===== config.mk =====
export PLATFORM = sky130hd
export DESIGN_NAME = arb_top
export DESIGN_NICKNAME = d
export VERILOG_FILES = /design/src/rtl/arb_pkg.sv /design/src/rtl/arb_state.sv /design/src/rtl/arb_pick.sv /design/src/rtl/arb_top.sv
export SDC_FILE = /design/constraint.sdc
export NUM_CORES = 2
export LEC_CHECK = 0
export BUFFER_PORTS_ARGS = -buffer_cell sky130_fd_sc_hd__buf_2
export CORE_MARGIN = 4
export CORE_UTILIZATION = 40
export CTS_CLUSTER_DIAMETER = 50
export DETAILED_ROUTE_END_ITERATION = 8
export PLACE_DENSITY = 0.65
export SLEW_MARGIN = 40
export SYNTH_ARGS = -nofsm -noshare
export SYNTH_HDL_FRONTEND = slang
export SYNTH_SLANG_ARGS = --single-unit

===== constraint.sdc =====
create_clock -name clk -period 158.8 [get_ports clk]
set_clock_uncertainty 0.15 [all_clocks]
set_input_delay 7.94 -clock clk [delete_from_list [all_inputs] [get_ports clk]]
set_output_delay 7.94 -clock clk [all_outputs]
set_load 0.005 [all_outputs]

===== src/rtl/arb_pkg.sv =====
package arb_pkg;

  localparam int ID_W         = 10;
  localparam int PRIO_W       = 8;
  localparam int INTERNAL_IDS = 32;
  localparam int IDLE_ID      = 1023;

  typedef enum logic [2:0] {
    OP_SET_EN    = 3'd0,
    OP_CLR_EN    = 3'd1,
    OP_SET_PEND  = 3'd2,
    OP_CLR_PEND  = 3'd3,
    OP_SET_PRIO  = 3'd4,
    OP_SET_TGT   = 3'd5,
    OP_SET_PMASK = 3'd6,
    OP_SET_CTRL  = 3'd7
  } arb_op_e;

  // Lower value is more urgent; strict compare keeps the earlier (lower) ID on ties.
  function automatic logic prio_beats(input logic [PRIO_W-1:0] cand_p,
                                      input logic [PRIO_W-1:0] best_p);
    return cand_p < best_p;
  endfunction

  // Request is allowed only strictly below the CPU's mask.
  function automatic logic prio_passes_mask(input logic [PRIO_W-1:0] p,
                                            input logic [PRIO_W-1:0] mask);
    return p < mask;
  endfunction

endpackage


===== src/rtl/arb_state.sv =====
module arb_state
  import arb_pkg::*;
#(
  parameter int NUM_CPU    = 2,
  parameter int NUM_SHARED = 32,
  localparam int NUM_IRQ   = INTERNAL_IDS + NUM_SHARED,
  localparam int CPU_W     = (NUM_CPU > 1) ? $clog2(NUM_CPU) : 1
) (
  input  logic                                          clk,
  input  logic                                          rst_n,
  input  logic                                          wr_valid,
  input  logic [2:0]                                    wr_op,
  input  logic [CPU_W-1:0]                              wr_cpu,
  input  logic [ID_W-1:0]                               wr_addr,
  input  logic [31:0]                                   wr_data,
  output logic [NUM_CPU-1:0][NUM_IRQ-1:0]               en_view,
  output logic [NUM_CPU-1:0][NUM_IRQ-1:0]               pend_view,
  output logic [NUM_CPU-1:0][NUM_IRQ-1:0]               route_view,
  output logic [NUM_CPU-1:0][NUM_IRQ-1:0][PRIO_W-1:0]   prio_view,
  output logic [NUM_CPU-1:0][PRIO_W-1:0]                pmask_q,
  output logic                                          dist_en_q
);

  logic [NUM_CPU-1:0][INTERNAL_IDS-1:0]             int_en_q;
  logic [NUM_CPU-1:0][INTERNAL_IDS-1:0]             int_pend_q;
  logic [NUM_CPU-1:0][INTERNAL_IDS-1:0][PRIO_W-1:0] int_prio_q;
  logic [NUM_SHARED-1:0]                            sh_en_q;
  logic [NUM_SHARED-1:0]                            sh_pend_q;
  logic [NUM_SHARED-1:0][PRIO_W-1:0]                sh_prio_q;
  logic [NUM_SHARED-1:0][NUM_CPU-1:0]               sh_tgt_q;

  // Decoded write targets, named for visibility.
  logic                       cpu_ok;
  logic [INTERNAL_IDS-1:0]    int_bit_hit;
  logic [NUM_SHARED-1:0]      sh_bit_hit;
  logic                       int_id_hit;
  logic [NUM_SHARED-1:0]      sh_id_hit;

  always_comb begin
    cpu_ok      = int'(wr_cpu) < NUM_CPU;
    int_bit_hit = (wr_valid && cpu_ok && wr_addr == '0) ? wr_data : '0;
    int_id_hit  = wr_valid && cpu_ok && (int'(wr_addr) < INTERNAL_IDS);
    for (int s = 0; s < NUM_SHARED; s++) begin
      sh_bit_hit[s] = wr_valid && (wr_addr == ID_W'(s / 32 + 1)) && wr_data[s % 32];
      sh_id_hit[s]  = wr_valid && (wr_addr == ID_W'(INTERNAL_IDS + s));
    end
  end

  always_ff @(posedge clk) begin
    if (!rst_n) begin
      int_en_q   <= '0;
      int_pend_q <= '0;
      int_prio_q <= '0;
      sh_en_q    <= '0;
      sh_pend_q  <= '0;
      sh_prio_q  <= '0;
      sh_tgt_q   <= '0;
      pmask_q    <= '0;
      dist_en_q  <= 1'b0;
    end else if (wr_valid) begin
      case (arb_op_e'(wr_op))
        OP_SET_EN: begin
          for (int b = 0; b < INTERNAL_IDS; b++)
            if (int_bit_hit[b]) int_en_q[wr_cpu][b] <= 1'b1;
          for (int s = 0; s < NUM_SHARED; s++)
            if (sh_bit_hit[s]) sh_en_q[s] <= 1'b1;
        end
        OP_CLR_EN: begin
          for (int b = 0; b < INTERNAL_IDS; b++)
            if (int_bit_hit[b]) int_en_q[wr_cpu][b] <= 1'b0;
          for (int s = 0; s < NUM_SHARED; s++)
            if (sh_bit_hit[s]) sh_en_q[s] <= 1'b0;
        end
        OP_SET_PEND: begin
          for (int b = 0; b < INTERNAL_IDS; b++)
            if (int_bit_hit[b]) int_pend_q[wr_cpu][b] <= 1'b1;
          for (int s = 0; s < NUM_SHARED; s++)
            if (sh_bit_hit[s]) sh_pend_q[s] <= 1'b1;
        end
        OP_CLR_PEND: begin
          for (int b = 0; b < INTERNAL_IDS; b++)
            if (int_bit_hit[b]) int_pend_q[wr_cpu][b] <= 1'b0;
          for (int s = 0; s < NUM_SHARED; s++)
            if (sh_bit_hit[s]) sh_pend_q[s] <= 1'b0;
        end
        OP_SET_PRIO: begin
          if (int_id_hit) int_prio_q[wr_cpu][wr_addr[4:0]] <= wr_data[PRIO_W-1:0];
          for (int s = 0; s < NUM_SHARED; s++)
            if (sh_id_hit[s]) sh_prio_q[s] <= wr_data[PRIO_W-1:0];
        end
        OP_SET_TGT: begin
          for (int s = 0; s < NUM_SHARED; s++)
            if (sh_id_hit[s]) sh_tgt_q[s] <= wr_data[NUM_CPU-1:0];
        end
        OP_SET_PMASK: begin
          if (cpu_ok) pmask_q[wr_cpu] <= wr_data[PRIO_W-1:0];
        end
        OP_SET_CTRL: dist_en_q <= wr_data[0];
        default: ;
      endcase
    end
  end

  // Per-CPU flat view of the ID space.
  always_comb begin
    for (int c = 0; c < NUM_CPU; c++) begin
      for (int i = 0; i < INTERNAL_IDS; i++) begin
        en_view[c][i]    = int_en_q[c][i];
        pend_view[c][i]  = int_pend_q[c][i];
        route_view[c][i] = 1'b1;
        prio_view[c][i]  = int_prio_q[c][i];
      end
      for (int s = 0; s < NUM_SHARED; s++) begin
        en_view[c][INTERNAL_IDS+s]    = sh_en_q[s];
        pend_view[c][INTERNAL_IDS+s]  = sh_pend_q[s];
        route_view[c][INTERNAL_IDS+s] = sh_tgt_q[s][c];
        prio_view[c][INTERNAL_IDS+s]  = sh_prio_q[s];
      end
    end
  end

endmodule


===== src/rtl/arb_pick.sv =====
module arb_pick
  import arb_pkg::*;
#(
  parameter int NUM_IRQ = 64
) (
  input  logic [NUM_IRQ-1:0]              cand,
  input  logic [NUM_IRQ-1:0][PRIO_W-1:0]  prio,
  input  logic                            dist_en,
  input  logic [PRIO_W-1:0]               pmask,
  output logic [ID_W-1:0]                 win_id,
  output logic [PRIO_W-1:0]               win_prio,
  output logic                            req
);

  logic              best_valid;
  logic [ID_W-1:0]   best_id;
  logic [PRIO_W-1:0] best_prio;
  logic              found;

  // Ascending scan: a later ID replaces the best only when strictly more urgent.
  always_comb begin
    best_valid = 1'b0;
    best_id    = '0;
    best_prio  = '1;
    for (int i = 0; i < NUM_IRQ; i++) begin
      if (cand[i] && (!best_valid || prio_beats(prio[i], best_prio))) begin
        best_valid = 1'b1;
        best_id    = ID_W'(i);
        best_prio  = prio[i];
      end
    end
  end

  assign found    = dist_en && best_valid;
  assign win_id   = found ? best_id : ID_W'(IDLE_ID);
  assign win_prio = found ? best_prio : {PRIO_W{1'b1}};
  assign req      = found && prio_passes_mask(best_prio, pmask);

endmodule


===== src/rtl/arb_top.sv =====
module arb_top
  import arb_pkg::*;
#(
  parameter int NUM_CPU    = 2,
  parameter int NUM_SHARED = 32,
  localparam int NUM_IRQ   = INTERNAL_IDS + NUM_SHARED,
  localparam int CPU_W     = (NUM_CPU > 1) ? $clog2(NUM_CPU) : 1
) (
  input  logic                        clk,
  input  logic                        rst_n,
  input  logic                        wr_valid,
  input  logic [2:0]                  wr_op,
  input  logic [CPU_W-1:0]            wr_cpu,
  input  logic [ID_W-1:0]             wr_addr,
  input  logic [31:0]                 wr_data,
  input  logic [NUM_CPU*NUM_IRQ-1:0]  active_i,
  output logic [NUM_CPU-1:0]          irq_o,
  output logic [NUM_CPU*ID_W-1:0]     pend_id_o,
  output logic [NUM_CPU*PRIO_W-1:0]   pend_prio_o
);

  logic [NUM_CPU-1:0][NUM_IRQ-1:0]              en_view;
  logic [NUM_CPU-1:0][NUM_IRQ-1:0]              pend_view;
  logic [NUM_CPU-1:0][NUM_IRQ-1:0]              route_view;
  logic [NUM_CPU-1:0][NUM_IRQ-1:0][PRIO_W-1:0]  prio_view;
  logic [NUM_CPU-1:0][PRIO_W-1:0]               pmask_q;
  logic                                         dist_en_q;
  logic [NUM_CPU-1:0][NUM_IRQ-1:0]              cand_vec;

  arb_state #(.NUM_CPU(NUM_CPU), .NUM_SHARED(NUM_SHARED)) i_state (
    .clk        (clk),
    .rst_n      (rst_n),
    .wr_valid   (wr_valid),
    .wr_op      (wr_op),
    .wr_cpu     (wr_cpu),
    .wr_addr    (wr_addr),
    .wr_data    (wr_data),
    .en_view    (en_view),
    .pend_view  (pend_view),
    .route_view (route_view),
    .prio_view  (prio_view),
    .pmask_q    (pmask_q),
    .dist_en_q  (dist_en_q)
  );

  for (genvar c = 0; c < NUM_CPU; c++) begin : g_cpu
    assign cand_vec[c] = en_view[c] & pend_view[c] & route_view[c]
                       & ~active_i[c*NUM_IRQ +: NUM_IRQ];

    arb_pick #(.NUM_IRQ(NUM_IRQ)) i_pick (
      .cand     (cand_vec[c]),
      .prio     (prio_view[c]),
      .dist_en  (dist_en_q),
      .pmask    (pmask_q[c]),
      .win_id   (pend_id_o[c*ID_W +: ID_W]),
      .win_prio (pend_prio_o[c*PRIO_W +: PRIO_W]),
      .req      (irq_o[c])
    );
  end

endmodule


==> reports/qor.txt <==
outcome = completed
Post-synth top cells = 2844 x nand2_1, 1041 x dfxtp_1, 1019 x nor2_1, 848 x a21boi_0, 839 x a21oi_1
Final period util = 0.9326
Post-synth ARST share = 0
P_leak = 40.16 nW
final hold slack = 0.3151 ns
Syn Nets = 12960
Clock Pin Slew Worst Setup and Hold Paths = 0.06 ns
initial antenna violation count = 38
Mapped Cells = 12130
number of synthesized flops with an enable pin = 0
Yosys cell types = 182
# fillers = 22250
effective utilization at floorplan = 0.4017
Top Metal Used = met5
area fraction of the dominant cell type after synthesis = 0.2365
largest net degree at the start of global routing = 231
post-layout min period = 148.10 ns
met1 wire length = 141.1 mm
CTS Buf Count = 139
area share of and/or/nand/nor cells after synthesis = 0.2650
synth warn = 0
post-DR vias/cell = 5.904
critical-path maximum fanout = 21
IO Pins = 215
Synth Register Bits = 1041
worst setup margin = 10.70 ns
final core occ = 0.4357
Wirelength per Cell = 21.90 um
area of the core = 0.2193 mm^2
WL final = 328.6 mm
DRC Markers = 0
Tot GR Track Use = 0.2738
Die Area = 0.2278 mm^2
post-synthesis mux area share = 0.04668
DP Cell Count = 14710
Final Max Tran Viols = 0
Max-Cap Viols = 0
Seq/Total Area, Yosys = 0.2365
Area contributors post-synth = dfxtp_1 24%, nand2_1 12%, ha_1 9.3%
pre-CTS setup slack = 5.680 ns
dpl cell area = 0.09033 mm^2
most used cell, CP = a21oi_1
CP max stage cell = or3_1
Starting DRT DRC Count = 8676
syn avg cell area = 7.263 um^2
Final Hold Viols = 0
Req. time, crit path = 150.71 ns
largest family of logic cells by synthesized area = compound AO/OA/AOI/OAI gates
Compound-Gate Fraction of Synth Area = 0.2802
Clock Path Buffers = 3
CTS tree = built
DP HPWL = 245.4 mm
most frequent cell after synthesis = nand2_1
NumNets Final = 12820
post-route insts no fill = 15010
die height = 477.3 um
CTS root buf = clkbuf_16
first-pass GRT wire length = 493.3 mm
worst IR drop on VDD = 0.01354 mV
Post-Synth XOR/XNOR Area = 0.005155
Post-Synth Adder-Cell Area = 0.1031
worst stage delay on the critical path = 0.61 ns
clk sinks = 1041
fmax = 6.752 MHz
wire length on met3 = 27.50 mm
row count = 172
Crit Path Category = primary input to primary output
Final setup viols = 0
vias in the first global route = 81010
Clock Latency Late Sink = 0.80 ns
Die X = 477.3 um
Max H-tree Level = 4
antenna-violating nets left = 0
First-pass DRT Iterations = 8
critical path launch point type = primary input
layout cells sized above 1 = 0.1014
grt ovf = 0
GP Congestion = 0.9880
Vias = 88600
# port buffers = 214
Worst slew margin = 0.3676
Arr. time, crit path = 140.01 ns
WL met2 = 144.2 mm
Worst Tran Pin Value = 0.9476 ns
top_reg_cell synth = dfxtp_1
post-route cell area = 0.09555 mm^2
Worst setup EP type = primary output
pwr/cell area = 6.425 mW/mm^2
Mapped Area = 0.08810 mm^2
worst hold path class = flop to flop
post-synth top area cell = dfxtp_1
area grow syn2layout = 8.450%
==> final timing paths <==
path / from / to / slack [ns] / cells after the start
setup / recovery: active_i[64] / irq_o[1] / 10.70 / 613
hold / removal: flop / flop / 0.32 / 2
setup reg to reg: i_state.prio_view[297] / i_state.prio_view[297] / 157.57 / 2
hold reg to reg: flop / flop / 0.32 / 2
==> timing repair <==
action / in CTS / in global routing
hold buffers: 0 / 0
hold endpoints to repair: 0 / 0
gates resized for setup: 0 / 44
setup endpoints to repair: 0 / 15
buffers inserted: 0 / 6
==> power breakdown <==
group	internal (mW)	switching, mW
Clock	0.192	0.135
Combinational	0.00673	0.0193
Sequential	0.261	0.0000428
==> cells in the final DEF, fill, tap and decap left out, types with 36 or more instances in the layout <==
cell type	instances
a211o_1	42
a211oi_1	63
a21boi_0	848
a21o_1	168
a21o_2	38
a21oi_1	834
a31oi_1	83
and2_1	53
and3_1	54
and4_1	57
buf_2	205
buf_4	87
clkbuf_16	142
dfxtp_1	1041
ha_1	652
inv_1	521
maj3_1	71
mux2_2	72
mux2i_1	303
nand2_1	2839
nand2b_1	68
nand3_1	206
nand3b_1	54
nand4_1	114
nand4b_1	63
nor2_1	985
nor2b_1	147
nor3_1	139
o211ai_1	83
o21a_1	62
o21ai_0	637
o21ai_1	44
o22ai_1	58
o31ai_1	36
or2_2	43
==> cells by family (layout without fill, tap and decap cells) <==
kind of cell	after synthesis	in the layout
DFF	1041	1041
xor gates and xnor gates	51	51
other	0	31
AOI/OAI and AO/OA	3593	3594
and+or+nand+nor	5194	5194
muxes	394	394
adders and majority gates	742	742
buffers and inverters	1115	1087
==> metal layers <==
metal	vias to the layer above	track usage
met5	-	0
met4	14	0.1267
met3	695	0.05054
met2	3445	0.4305
met1	41730	0.3627
li1	42720	-
==> area by class of cell <==
| type | count | area, um^2 | area share |
|---|---|---|---|
| Antenna cell | 31 | 77.57 | 0.0008119 |
| Timing Repair Buffer | 316 | 2038 | 0.02133 |
| Multi-Input combinational cell | 9975 | 62300 | 0.6521 |
| Clock buffer | 185 | 3915 | 0.04098 |
| Clock inverter | 64 | 822.0 | 0.008604 |
| Sequential cell | 1041 | 20840 | 0.2181 |
| Inverter | 522 | 1959 | 0.02051 |
| Tap cell | 2871 | 3592 | 0.03760 |
==> through the flow <==
| step | setup TNS, ns | total power, mW |
|---|---|---|
| finish | 0 | 0.6139 |
| global route | -0.03244 | 0.6285 |
| CTS | 0 | 0.6169 |
| detailed placement | 0 | 0.2922 |
| global placement | 0 | 0.2920 |
| floorplan | 0 | 0.2788 |
==> critical path: cells and delay by family <==
family	cells	cell delay (ns)
AND/OR/NAND/NOR	191	36.37
buffers and inverters	27	3.03
adder cells (fa/ha/maj)	64	18.78
AO/OA/AOI/OAI	309	67.10
multiplexers	22	6.54
No activity file was read; power rests on OpenSTA's default activity.
